**src/rtl/pcim_pkg.sv**
```systemverilog
package pcim_pkg;
   typedef enum logic [2:0] {
      S_IDLE,
      S_ARB,
      S_ADDR,
      S_DATA,
      S_TURN
   } pcim_state_e;

   typedef enum logic [1:0] {
      RSP_DONE   = 2'd0,
      RSP_RETRY  = 2'd1,
      RSP_MABORT = 2'd2,
      RSP_TABORT = 2'd3
   } pcim_rsp_e;

   localparam logic [3:0] CMD_MEM_RD      = 4'h6;
   localparam logic [3:0] CMD_MEM_WR      = 4'h7;
   localparam logic [3:0] CMD_MEM_RD_LINE = 4'hE;
endpackage

```
**src/rtl/pcim_track.sv**
```systemverilog
module pcim_track #(
   parameter int ADDR_W = 32,
   parameter int LEN_W  = 8
) (
   input  logic              clk,
   input  logic              rst_n,
   input  logic              load,
   input  logic              align,
   input  logic [ADDR_W-1:0] load_addr,
   input  logic [LEN_W-1:0]  load_words,
   input  logic              beat,
   output logic [ADDR_W-1:0] addr_q,
   output logic [LEN_W-1:0]  left_q,
   output logic              last_o
);
   localparam logic [ADDR_W-1:0] STEP = ADDR_W'(4);

   always_ff @(posedge clk or negedge rst_n) begin
      if (!rst_n) begin
         addr_q <= '0;
         left_q <= '0;
      end else if (load) begin
         addr_q <= align ? {load_addr[ADDR_W-1:2], 2'b00} : load_addr;
         left_q <= load_words;
      end else if (beat) begin
         addr_q <= addr_q + STEP;
         left_q <= left_q - 1'b1;
      end
   end

   assign last_o = (left_q == LEN_W'(1));

   // a word never moves once the count is exhausted
   a_r9_no_beat_past_end : assert property (@(posedge clk) disable iff (!rst_n)
      beat |-> (left_q != '0));
endmodule

```
**src/rtl/pcim_dvwatch.sv**
```systemverilog
module pcim_dvwatch #(
   parameter int WAIT = 4
) (
   input  logic clk,
   input  logic rst_n,
   input  logic start,
   input  logic active,
   input  logic devsel,
   output logic seen_o,
   output logic timeout_o
);
   localparam int CW = $clog2(WAIT + 1);

   logic [CW-1:0] cnt_q;
   logic          seen_q;

   initial begin
      assert (WAIT >= 1) else $error("pcim_dvwatch: WAIT must be at least 1");
   end

   always_ff @(posedge clk or negedge rst_n) begin
      if (!rst_n) begin
         cnt_q  <= '0;
         seen_q <= 1'b0;
      end else if (start) begin
         cnt_q  <= '0;
         seen_q <= 1'b0;
      end else if (active && !seen_q) begin
         if (devsel) seen_q <= 1'b1;
         else        cnt_q  <= cnt_q + 1'b1;
      end
   end

   assign seen_o    = seen_q;
   assign timeout_o = active && !seen_q && !devsel && (cnt_q == CW'(WAIT - 1));

   // the wait counter never runs past the claim window
   a_r5_window_bound : assert property (@(posedge clk) disable iff (!rst_n)
      (active && !seen_q) |-> (cnt_q < CW'(WAIT)));
endmodule

```
**src/rtl/pci_master_seq.sv**
```systemverilog
module pci_master_seq
   import pcim_pkg::*;
#(
   parameter int ADDR_W        = 32,
   parameter int LEN_W         = 8,
   parameter int DEVSEL_WAIT   = 4,
   parameter bit BURST_RD_LINE = 1'b1
) (
   input  logic              clk,
   input  logic              rst_n,
   input  logic              req_valid_i,
   output logic              req_ready_o,
   input  logic              req_write_i,
   input  logic              req_burst_i,
   input  logic [ADDR_W-1:0] req_addr_i,
   input  logic [LEN_W-1:0]  req_words_i,
   input  logic [3:0]        req_be_i,
   input  logic [31:0]       wdata_i,
   output logic              beat_o,
   output logic [ADDR_W-1:0] beat_addr_o,
   output logic              rsp_valid_o,
   output logic [1:0]        rsp_code_o,
   output logic [LEN_W-1:0]  rsp_left_o,
   output logic [ADDR_W-1:0] rsp_addr_o,
   output logic              fatal_o,
   input  logic              fatal_clr_i,
   output logic              bus_req_o,
   input  logic              bus_gnt_i,
   input  logic              frame_i,
   input  logic              irdy_i,
   output logic              frame_o,
   output logic              irdy_o,
   input  logic              devsel_i,
   input  logic              trdy_i,
   input  logic              stop_i,
   output logic [31:0]       ad_o,
   output logic              ad_oe_o,
   output logic [3:0]        cbe_o
);
   initial begin
      assert (ADDR_W >= 3 && ADDR_W <= 32) else $error("pci_master_seq: ADDR_W out of range");
      assert (LEN_W >= 1) else $error("pci_master_seq: LEN_W must be positive");
   end

   pcim_state_e st_q, st_d;
   logic        write_q, burst_q, final_q, cont_q, fatal_q;
   logic [3:0]  be_q;
   logic        rsp_set, rsp_valid_q;
   pcim_rsp_e   rsp_d, rsp_code_q;
   logic [3:0]  burst_rd_cmd, cmd;

   logic              accept, in_data, beat, final_now;
   logic              mab, tab, disc, seen, last;
   logic [ADDR_W-1:0] addr_q;
   logic [LEN_W-1:0]  left_q;

   generate
      if (BURST_RD_LINE) begin : g_rd_line
         assign burst_rd_cmd = CMD_MEM_RD_LINE;
      end else begin : g_rd_plain
         assign burst_rd_cmd = CMD_MEM_RD;
      end
   endgenerate

   assign cmd = write_q ? CMD_MEM_WR : (burst_q ? burst_rd_cmd : CMD_MEM_RD);

   assign accept    = req_valid_i && req_ready_o;
   assign in_data   = (st_q == S_DATA);
   assign beat      = in_data && trdy_i && devsel_i;
   assign final_now = final_q || !burst_q || last || !bus_gnt_i;
   assign tab       = in_data && stop_i && !devsel_i && seen;
   assign disc      = in_data && stop_i && devsel_i;

   pcim_track #(.ADDR_W(ADDR_W), .LEN_W(LEN_W)) u_track (
      .clk        (clk),
      .rst_n      (rst_n),
      .load       (accept),
      .align      (req_burst_i),
      .load_addr  (req_addr_i),
      .load_words (req_words_i),
      .beat       (beat),
      .addr_q     (addr_q),
      .left_q     (left_q),
      .last_o     (last)
   );

   pcim_dvwatch #(.WAIT(DEVSEL_WAIT)) u_dvwatch (
      .clk       (clk),
      .rst_n     (rst_n),
      .start     (st_q == S_ADDR),
      .active    (in_data),
      .devsel    (devsel_i),
      .seen_o    (seen),
      .timeout_o (mab)
   );

   always_comb begin
      st_d    = st_q;
      rsp_set = 1'b0;
      rsp_d   = RSP_DONE;
      case (st_q)
         S_IDLE: if (accept) st_d = S_ARB;
         S_ARB:  if (bus_gnt_i && !frame_i && !irdy_i) st_d = S_ADDR;
         S_ADDR: st_d = S_DATA;
         S_DATA: begin
            if (mab) begin
               st_d = S_TURN; rsp_set = 1'b1; rsp_d = RSP_MABORT;
            end else if (tab) begin
               st_d = S_TURN; rsp_set = 1'b1; rsp_d = RSP_TABORT;
            end else if (beat && last) begin
               st_d = S_TURN; rsp_set = 1'b1; rsp_d = RSP_DONE;
            end else if (disc) begin
               st_d = S_TURN; rsp_set = 1'b1; rsp_d = RSP_RETRY;
            end else if (beat && final_now) begin
               st_d = S_TURN;
            end
         end
         S_TURN: st_d = cont_q ? S_ARB : S_IDLE;
         default: st_d = S_IDLE;
      endcase
   end

   always_ff @(posedge clk or negedge rst_n) begin
      if (!rst_n) begin
         st_q        <= S_IDLE;
         write_q     <= 1'b0;
         burst_q     <= 1'b0;
         be_q        <= '0;
         final_q     <= 1'b0;
         cont_q      <= 1'b0;
         fatal_q     <= 1'b0;
         rsp_valid_q <= 1'b0;
         rsp_code_q  <= RSP_DONE;
      end else begin
         st_q        <= st_d;
         rsp_valid_q <= rsp_set;
         if (rsp_set) rsp_code_q <= rsp_d;
         if (accept) begin
            write_q <= req_write_i;
            burst_q <= req_burst_i;
            be_q    <= req_be_i;
         end
         if (st_q == S_ADDR) final_q <= 1'b0;
         else if (in_data)   final_q <= final_now;
         if (in_data) cont_q <= (st_d == S_TURN) && !rsp_set;
         if (mab)              fatal_q <= 1'b1;
         else if (fatal_clr_i) fatal_q <= 1'b0;
      end
   end

   assign req_ready_o = (st_q == S_IDLE) && !fatal_q;
   assign bus_req_o   = (st_q == S_ARB) || (st_q == S_ADDR) || in_data;
   assign frame_o     = (st_q == S_ADDR) || (in_data && !final_now);
   assign irdy_o      = in_data;
   assign ad_oe_o     = (st_q == S_ADDR) || (in_data && write_q);
   assign ad_o        = (st_q == S_ADDR) ? 32'(addr_q) :
                        (in_data && write_q) ? wdata_i : 32'h0;
   assign cbe_o       = (st_q == S_ADDR) ? cmd :
                        in_data ? (burst_q ? 4'hF : be_q) : 4'h0;
   assign beat_o      = beat;
   assign beat_addr_o = addr_q;
   assign rsp_valid_o = rsp_valid_q;
   assign rsp_code_o  = rsp_code_q;
   assign rsp_left_o  = left_q;
   assign rsp_addr_o  = addr_q;
   assign fatal_o     = fatal_q;

   // an address phase only follows a grant sampled on an idle bus
   a_r3_addr_after_idle_grant : assert property (@(posedge clk) disable iff (!rst_n)
      $rose(frame_o) |-> $past(bus_gnt_i && !frame_i && !irdy_i));
   // once the final phase is signalled, FRAME does not come back in that transaction
   a_r8_final_sticky : assert property (@(posedge clk) disable iff (!rst_n)
      (in_data && !frame_o) |=> !frame_o);
   // each moved word advances the address by one word
   a_r9_addr_step : assert property (@(posedge clk) disable iff (!rst_n)
      beat_o |=> (beat_addr_o == $past(beat_addr_o) + ADDR_W'(4)));
   // wait states leave the address alone
   a_r9_wait_hold : assert property (@(posedge clk) disable iff (!rst_n)
      (in_data && !beat_o) |=> $stable(beat_addr_o));
   // burst address phase is word aligned
   a_r2_burst_aligned : assert property (@(posedge clk) disable iff (!rst_n)
      ($rose(frame_o) && burst_q) |-> (ad_o[1:0] == 2'b00));
   // writes always carry the memory write command
   a_r1_write_cmd : assert property (@(posedge clk) disable iff (!rst_n)
      ($rose(frame_o) && write_q) |-> (cbe_o == CMD_MEM_WR));
   // a master abort response leaves the block refusing requests
   a_r5_locked : assert property (@(posedge clk) disable iff (!rst_n)
      (rsp_valid_o && rsp_code_o == 2'd2 && !fatal_clr_i) |=> !req_ready_o);
endmodule

```
**config.mk**
```make
export PLATFORM = sky130hd
export DESIGN_NAME = pci_master_seq
export DESIGN_NICKNAME = d
export VERILOG_FILES = /design/src/rtl/pcim_pkg.sv /design/src/rtl/pcim_track.sv /design/src/rtl/pcim_dvwatch.sv /design/src/rtl/pci_master_seq.sv
export SDC_FILE = /design/constraint.sdc
export NUM_CORES = 1
export LEC_CHECK = 0
export ABC_AREA = 1
export BUFFER_PORTS_ARGS = -buffer_cell sky130_fd_sc_hd__buf_4
export CAP_MARGIN = 20
export CORE_MARGIN = 4
export CORE_UTILIZATION = 47
export CTS_CLUSTER_SIZE = 40
export DETAILED_ROUTE_END_ITERATION = 10
export PLACE_DENSITY = 0.92
export SLEW_MARGIN = 20
export SYNTH_ARGS = -nofsm -noshare
export SYNTH_HDL_FRONTEND = slang
export SYNTH_HIERARCHICAL = 1
export SYNTH_SLANG_ARGS = --single-unit
```
**constraint.sdc**
```tcl
create_clock -name clk -period 2.3 [get_ports clk]
set_input_delay 0.46 -clock clk [delete_from_list [all_inputs] [get_ports clk]]
set_output_delay 0.46 -clock clk [all_outputs]
set_load 0.02 [all_outputs]
```
-- Word-level counts from Yosys, hierarchy flattened
Index checks and enable logic that the tools add are counted.
Widths: inputs -> output; s select.
- word-level logic and storage cells: 107
- memory bits (read-only): 0
- RAM bits: 0
- output and inout port bits: 118
- register bits: 59
- bits in latches: 0
- memories kept: 0
- bitwise operators: 0
- $mul: 0
- reduce and logical (&&, ||, !) cells: 42
- div/mod/pow operators: 0
- order comparisons: 0
- equal/unequal tests: 8
- mux-type cells: 41
- add/subtract/negate cells: 3
- shifts and indexed selects: 0
- operators by type and width (kind ; count):
    $mux 32 ; 4
    $add 32x3->32 const B ; 1
    $mux 3 ; 10
    $mux 4 ; 5
    $logic_and 1x1->1 ; 18
    $mux 8 ; 2
    $mux 1 ; 15
    $pmux 3 s5 ; 1
    $reduce_bool 2->1 ; 5
    $eq 3x2->1 const B ; 3
    $logic_not 1->1 ; 9
    $eq 8x1->1 const B ; 1
    $mux 2 ; 4
    $sub 8x1->8 const B ; 1
    $logic_or 1x1->1 ; 7
    $eq 3x3->1 const B ; 2
    $reduce_and 2->1 ; 2
    $add 3x1->3 const B ; 1
    $eq 3x1->1 const B ; 1
    $logic_not 3->1 ; 1
    $ne 2x1->1 const B ; 1

-- Depth between registers and ports, before layout
- depth in word-level cells: 13
- depth in mapped cells: 11

-- Hierarchy
The synthesis kept the hierarchy.
- modules (own cells, without submodules) (module ; sequential area each (um^2) ; instances ; area an instance (um^2) ; cells an instance):
    pcim_track ; 1001.0 ; 1 ; 2646.3 ; 374
    pci_master_seq ; 375.4 ; 1 ; 1418.9 ; 180
    pcim_dvwatch ; 100.1 ; 1 ; 234.0 ; 31

-- Worst setup path after synthesis
OpenSTA, ideal clock, no wires.
- path type: register -> output
- from: reg u_track.left_q[1]
- to: out frame_o
- data arrival time: 1.434 ns
- cell stages (with the launch flop): 8
- setup slack: 0.406 ns
- data required time: 1.840 ns
- cell sequence: dfrtp_1 -> inv_1 -> ha_1 -> nand3_1 -> nor2_1 -> nor2_1 -> nand3_1 -> a21oi_1
- word-level cells in the longest chain between the ends: 6
- ends and longest elaborated chain (item ; RTL line ; text):
    start: declaration ; pcim_track.sv:13 ; output logic [LEN_W-1:0] left_q,
    start signal: assignment ; pcim_track.sv:24 ; left_q <= load_words;
    start signal: assignment ; pcim_track.sv:27 ; left_q <= left_q - 1'b1;
    $eq 8x1->1 ; pcim_track.sv:31 ; assign last_o = (left_q == LEN_W'(1));
    via last ; pci_master_seq.sv:53 ; logic mab, tab, disc, seen, last;
    $logic_or 1x1->1 (2 in a row) ; pci_master_seq.sv:70 ; assign final_now = final_q || !burst_q || last || !bus_gnt_i;
    $logic_not 1->1 ; pci_master_seq.sv:153 ; assign frame_o = (st_q == S_ADDR) || (in_data && !final_now);
    $logic_and 1x1->1 ; pci_master_seq.sv:153 ;
    $logic_or 1x1->1 ; pci_master_seq.sv:153 ;
    end: declaration ; pci_master_seq.sv:31 ; output logic frame_o,
The timed path passes the listed nets, and every way through them passes these cells.

-- Worst setup path in the final report
- from: reg st_q[1]
- to: out ad_o[23]
- word-level cells in the longest chain between the ends: 4
- ends and longest elaborated chain (item ; RTL line ; text):
    start: declaration ; pci_master_seq.sv:45 ; pcim_state_e st_q, st_d;
    start signal: assignment ; pci_master_seq.sv:135 ; st_q <= st_d;
    $eq 3x2->1 ; pci_master_seq.sv:68 ; assign in_data = (st_q == S_DATA);
    $logic_and 1x1->1 ; pci_master_seq.sv:157 ; (in_data && write_q) ? wdata_i : 32'h0;
    $mux 32 ; pci_master_seq.sv:157 ;
    $mux 32 (*) ; pci_master_seq.sv:156 ; assign ad_o = (st_q == S_ADDR) ? 32'(addr_q) :
    end: declaration ; pci_master_seq.sv:36 ; output logic [31:0] ad_o,
Every way passes the cells marked *; elsewhere a longest branch is shown, timed or not.

==> impl_metrics.py <==
metrics = {
    "synthesis": {
        "ys_warn_count": 6,
        "synth-main-ff-cell": "dfrtp_1",
        "synthesis.nets": 678,
        "synth_enable_flop_cells": 0,
        "post_synth_inst_count": 585,
        "yosysTopAreaCellShare": 0.343,
        "synth_async_sr_flop_share": 1.00,
        "synth-seq-area-share": 0.343,
        "synth_area_leaders": "dfrtp_1 (34%), nand2_1 (15%), a32o_1 (7.5%)",
        "synth-seq-cells": 59,
        "netlist.top_cell.by_area": "dfrtp_1",
        "netlist_area_mm2": 0.00430,
        "synth.lib_cells_used.distinct": 38,
        "post_synth.cell_area_avg_um2": 7.35,
    },
    "worst_setup_path": {
        "critical_path.startpoint_type": "flip-flop",
        "r2r-start": "st_q[0]$_DFF_PN0_",
        "regToRegEndpoint": "u_track/addr_q[7]$_DFFE_PN0N_",
        "worstPathArrival_ns": 1.77,
        "timing.critical_path.cells": "inv_1, nor2_2, nand2_2, clkinv_8, a32o_1, buf_4",
        "ff_to_ff_setup_slack_ns": 0.28,
        "cpPeakStageDelay_ns": 0.42,
        "worstPathRequired_ns": 1.84,
        "worst_r2r_path_depth": 10,
        "crit_slowest_cell": "dfrtp_1",
        "setup.worst_path.class": "flip-flop to primary output",
        "critical_path_peak_fanout": 39,
        "end_kind": "primary output",
    },
    "status": {
        "outcome": "finished, final reports clean",
    },
    "floorplan": {
        "die-width_um": 104,
        "initial_core_util": 0.488,
        "dieHeight_um": 104,
        "die_area_mm2": 0.0107,
        "ioPinCount": 206,
        "design.core.area_mm2": 0.00881,
        "rows": 34,
    },
    "clock_tree": {
        "max-clock-path-buffers": 2,
        "cts_tree": "yes",
        "htreeDepth": 3,
        "tritoncts_buffer_count": 9,
        "clk_transition_reported_paths_ns": 0.08,
        "cts-root-buf": "clkbuf_8",
        "holdBufCountCts": 0,
        "tritoncts_num_sinks": 59,
        "clock_latency_ns": 0.33,
    },
    "routing": {
        "route.vias.total": 4835,
        "vias_per_cell": 5.57,
        "drt-wirelength-per-cell_um": 16.5,
        "routed_wl_um": 14300,
        "detail_route.drc_violations": 0,
        "detailedRoute.firstPassIterationCount": 5,
        "detailedRoute.firstIterationViolations": 384,
        "ant_nets": 0,
    },
    "pwr": {
        "ir_drop_uv": 726,
        "powerDensity_mw_per_mm2": 1350,
        "p_total_mw": 8.03,
        "cellLeakagePower_nw": 2.99,
    },
    "sta": {
        "fmax_mhz": 449,
        "post-route-period-util": 0.969,
        "worst_clock_skew_on_the_final_layout_ns": 0.00922,
        "worst_slew_pin_slew_ns": 0.766,
        "final-max-slew-violation-count": 0,
        "setup_viol": 0,
        "max-slew-margin-rel": 0.489,
        "final_period_minus_worst_setup_slack_ns": 2.23,
        "final-hold-violation-count": 0,
    },
    "place": {
        "routabilityCongestion": 0.850,
        "placement.io_buffers": 205,
        "place_inst": 852,
        "detailed_place_hpwl_um": 10500,
    },
    "job": {
        "maxCapViolations": 0,
    },
    "cells_and_area": {
        "num-fill-cells": 725,
        "design.final.nets": 848,
        "layout.cells.most_common": "buf_4",
        "area.growth.synth_to_final_pct": 38.2,
        "final_cell_mix": "buf_4 (213), nand2_1 (168), nand3_1 (59)",
        "postLayoutCoreUtil": 0.675,
        "final_layout_size_suffix_gt1_frac": 0.350,
        "final_cells": 868,
        "n_antenna_cell": 0,
    },
    "global_routing": {
        "grt_antenna_before_repair": 0,
        "grt_start_max_net_pins": 60,
        "gr-usage-all-layers": 0.256,
        "grt_pass1_vias": 4694,
        "first_pass_grt_wire_length_um": 22900,
        "overflow": 0,
    },
    "hold_path": {
        "min-delay-path-class": "input pin to asynchronous set/reset pin",
    },
}
==> sequential cells by signal (all words and copies together) (netlist names) <==
| signal | count |
|---|---|
| rsp_valid_o | 1 |
| fatal_o | 1 |
| rsp_code_o | 2 |
| final_q | 1 |
| cont_q | 1 |
| write_q | 1 |
| u_dvwatch/seen_o | 1 |
| u_dvwatch/cnt_q | 3 |
| u_track/addr_q | 32 |
| burst_q | 1 |
| u_track/left_q | 8 |
| be_q | 4 |
| st_q | 3 |
==> cells in the mapped netlist (2+ instances only) <==
cell and number:
nor3_1 2, nand2_1 168, ha_1 5, o211ai_1 2
o21ai_0 15, a22oi_1 24, buf_2 9, o21bai_1 6
buf_1 3, buf_6 5, xor2_1 10, clkbuf_1 4
and2_1 2, xnor2_1 2, dfrtp_1 59, nand4_1 2
nor2_4 7, o221ai_1 3, a32o_1 32, nand3_1 60
nor2_1 50, inv_1 49, a21oi_1 4, nand2_2 8
inv_2 2, buf_4 32, nor2_2 9
==> where the power goes <==
group          internal [mW]  switching, mW  leakage (nW)  total, mW
Sequential              1.49          0.781         0.739       2.27
Clock                  0.749          0.441         0.115       1.19
Combinational           1.86           2.71          2.14       4.57
==> per-layer routing <==
metal	up-vias	routed length (µm)	part of all wire	GRT usage
met5	-	0	0	0
met4	0	354	0.025	0.0779
met3	38	1190	0.083	0.0603
met2	275	7200	0.50	0.469
met1	2245	5540	0.39	0.296
li1	2277	-	-	-
==> layout make-up <==
class / instances / area [µm²] / area share
sequential: 59 / 1480 / 0.249
clock buffer: 10 / 138 / 0.0232
tap: 108 / 135 / 0.0227
timing repair buffer: 213 / 1600 / 0.269
multi-input combinational: 419 / 2270 / 0.382
inverter: 53 / 213 / 0.0358
clock inverter: 6 / 113 / 0.0189
==> worst max path at each step <==
stage / cells past startpoint / startpoint / to / slack (ns)
detailed placement: 5 / st_q[2]$_DFF_PN0_ / ad_o[23] / 0.29
finish: 6 / st_q[1]$_DFF_PN0_ / ad_o[23] / 0.07
CTS: 8 / u_track/left_q[1]$_DFFE_PN0N_ / frame_o / 0.03
global route: 6 / st_q[1]$_DFF_PN0_ / ad_o[23] / -0.006
floorplan: 7 / u_track/left_q[1]$_DFFE_PN0N_ / frame_o / 0.41
global placement: 5 / st_q[2]$_DFF_PN0_ / ad_o[23] / 0.32
==> cells by family (layout without fill, tap and decap cells) <==
| family | Yosys count | count (layout) | share of synthesized area |
|---|---|---|---|
| AO/OA/AOI/OAI | 90 | 90 | 0.165 |
| XOR/XNOR | 12 | 12 | 0.0244 |
| adder cells (fa/ha/maj) | 5 | 5 | 0.0146 |
| buffers and inverters | 107 | 282 | 0.134 |
| flip-flops | 59 | 59 | 0.343 |
| AND/OR/NAND/NOR | 312 | 312 | 0.319 |
==> worst max-delay path: cells and delay by family (launching register included) <==
kind / cells / cell delay [ns]
buffers and inverters: 3 / 0.48
and+or+nand+nor: 2 / 0.22
DFF: 1 / 0.42
AOI/OAI and AO/OA: 1 / 0.30
==> what timing repair did <==
item	in CTS	in global routing
gates resized for setup	3	6
setup buffers	0	0
gates cloned	0	0
endpoints found under the hold margin	0	0
endpoints found under the setup margin	33	33
==> per-stage QoR <==
step	setup TNS, ns	worst slack (ns)	hold slack [ns]	area (µm²)
floorplan	0	0.406	0.164	4300
global placement	0	0.316	0.461	5660
detailed placement	0	0.294	0.475	5660
CTS	0	0.0287	0.220	5920
global route	-0.00592	-0.00592	0.254	5940
finish	0	0.0716	0.209	5940
Power figures use the tool's default switching activity.
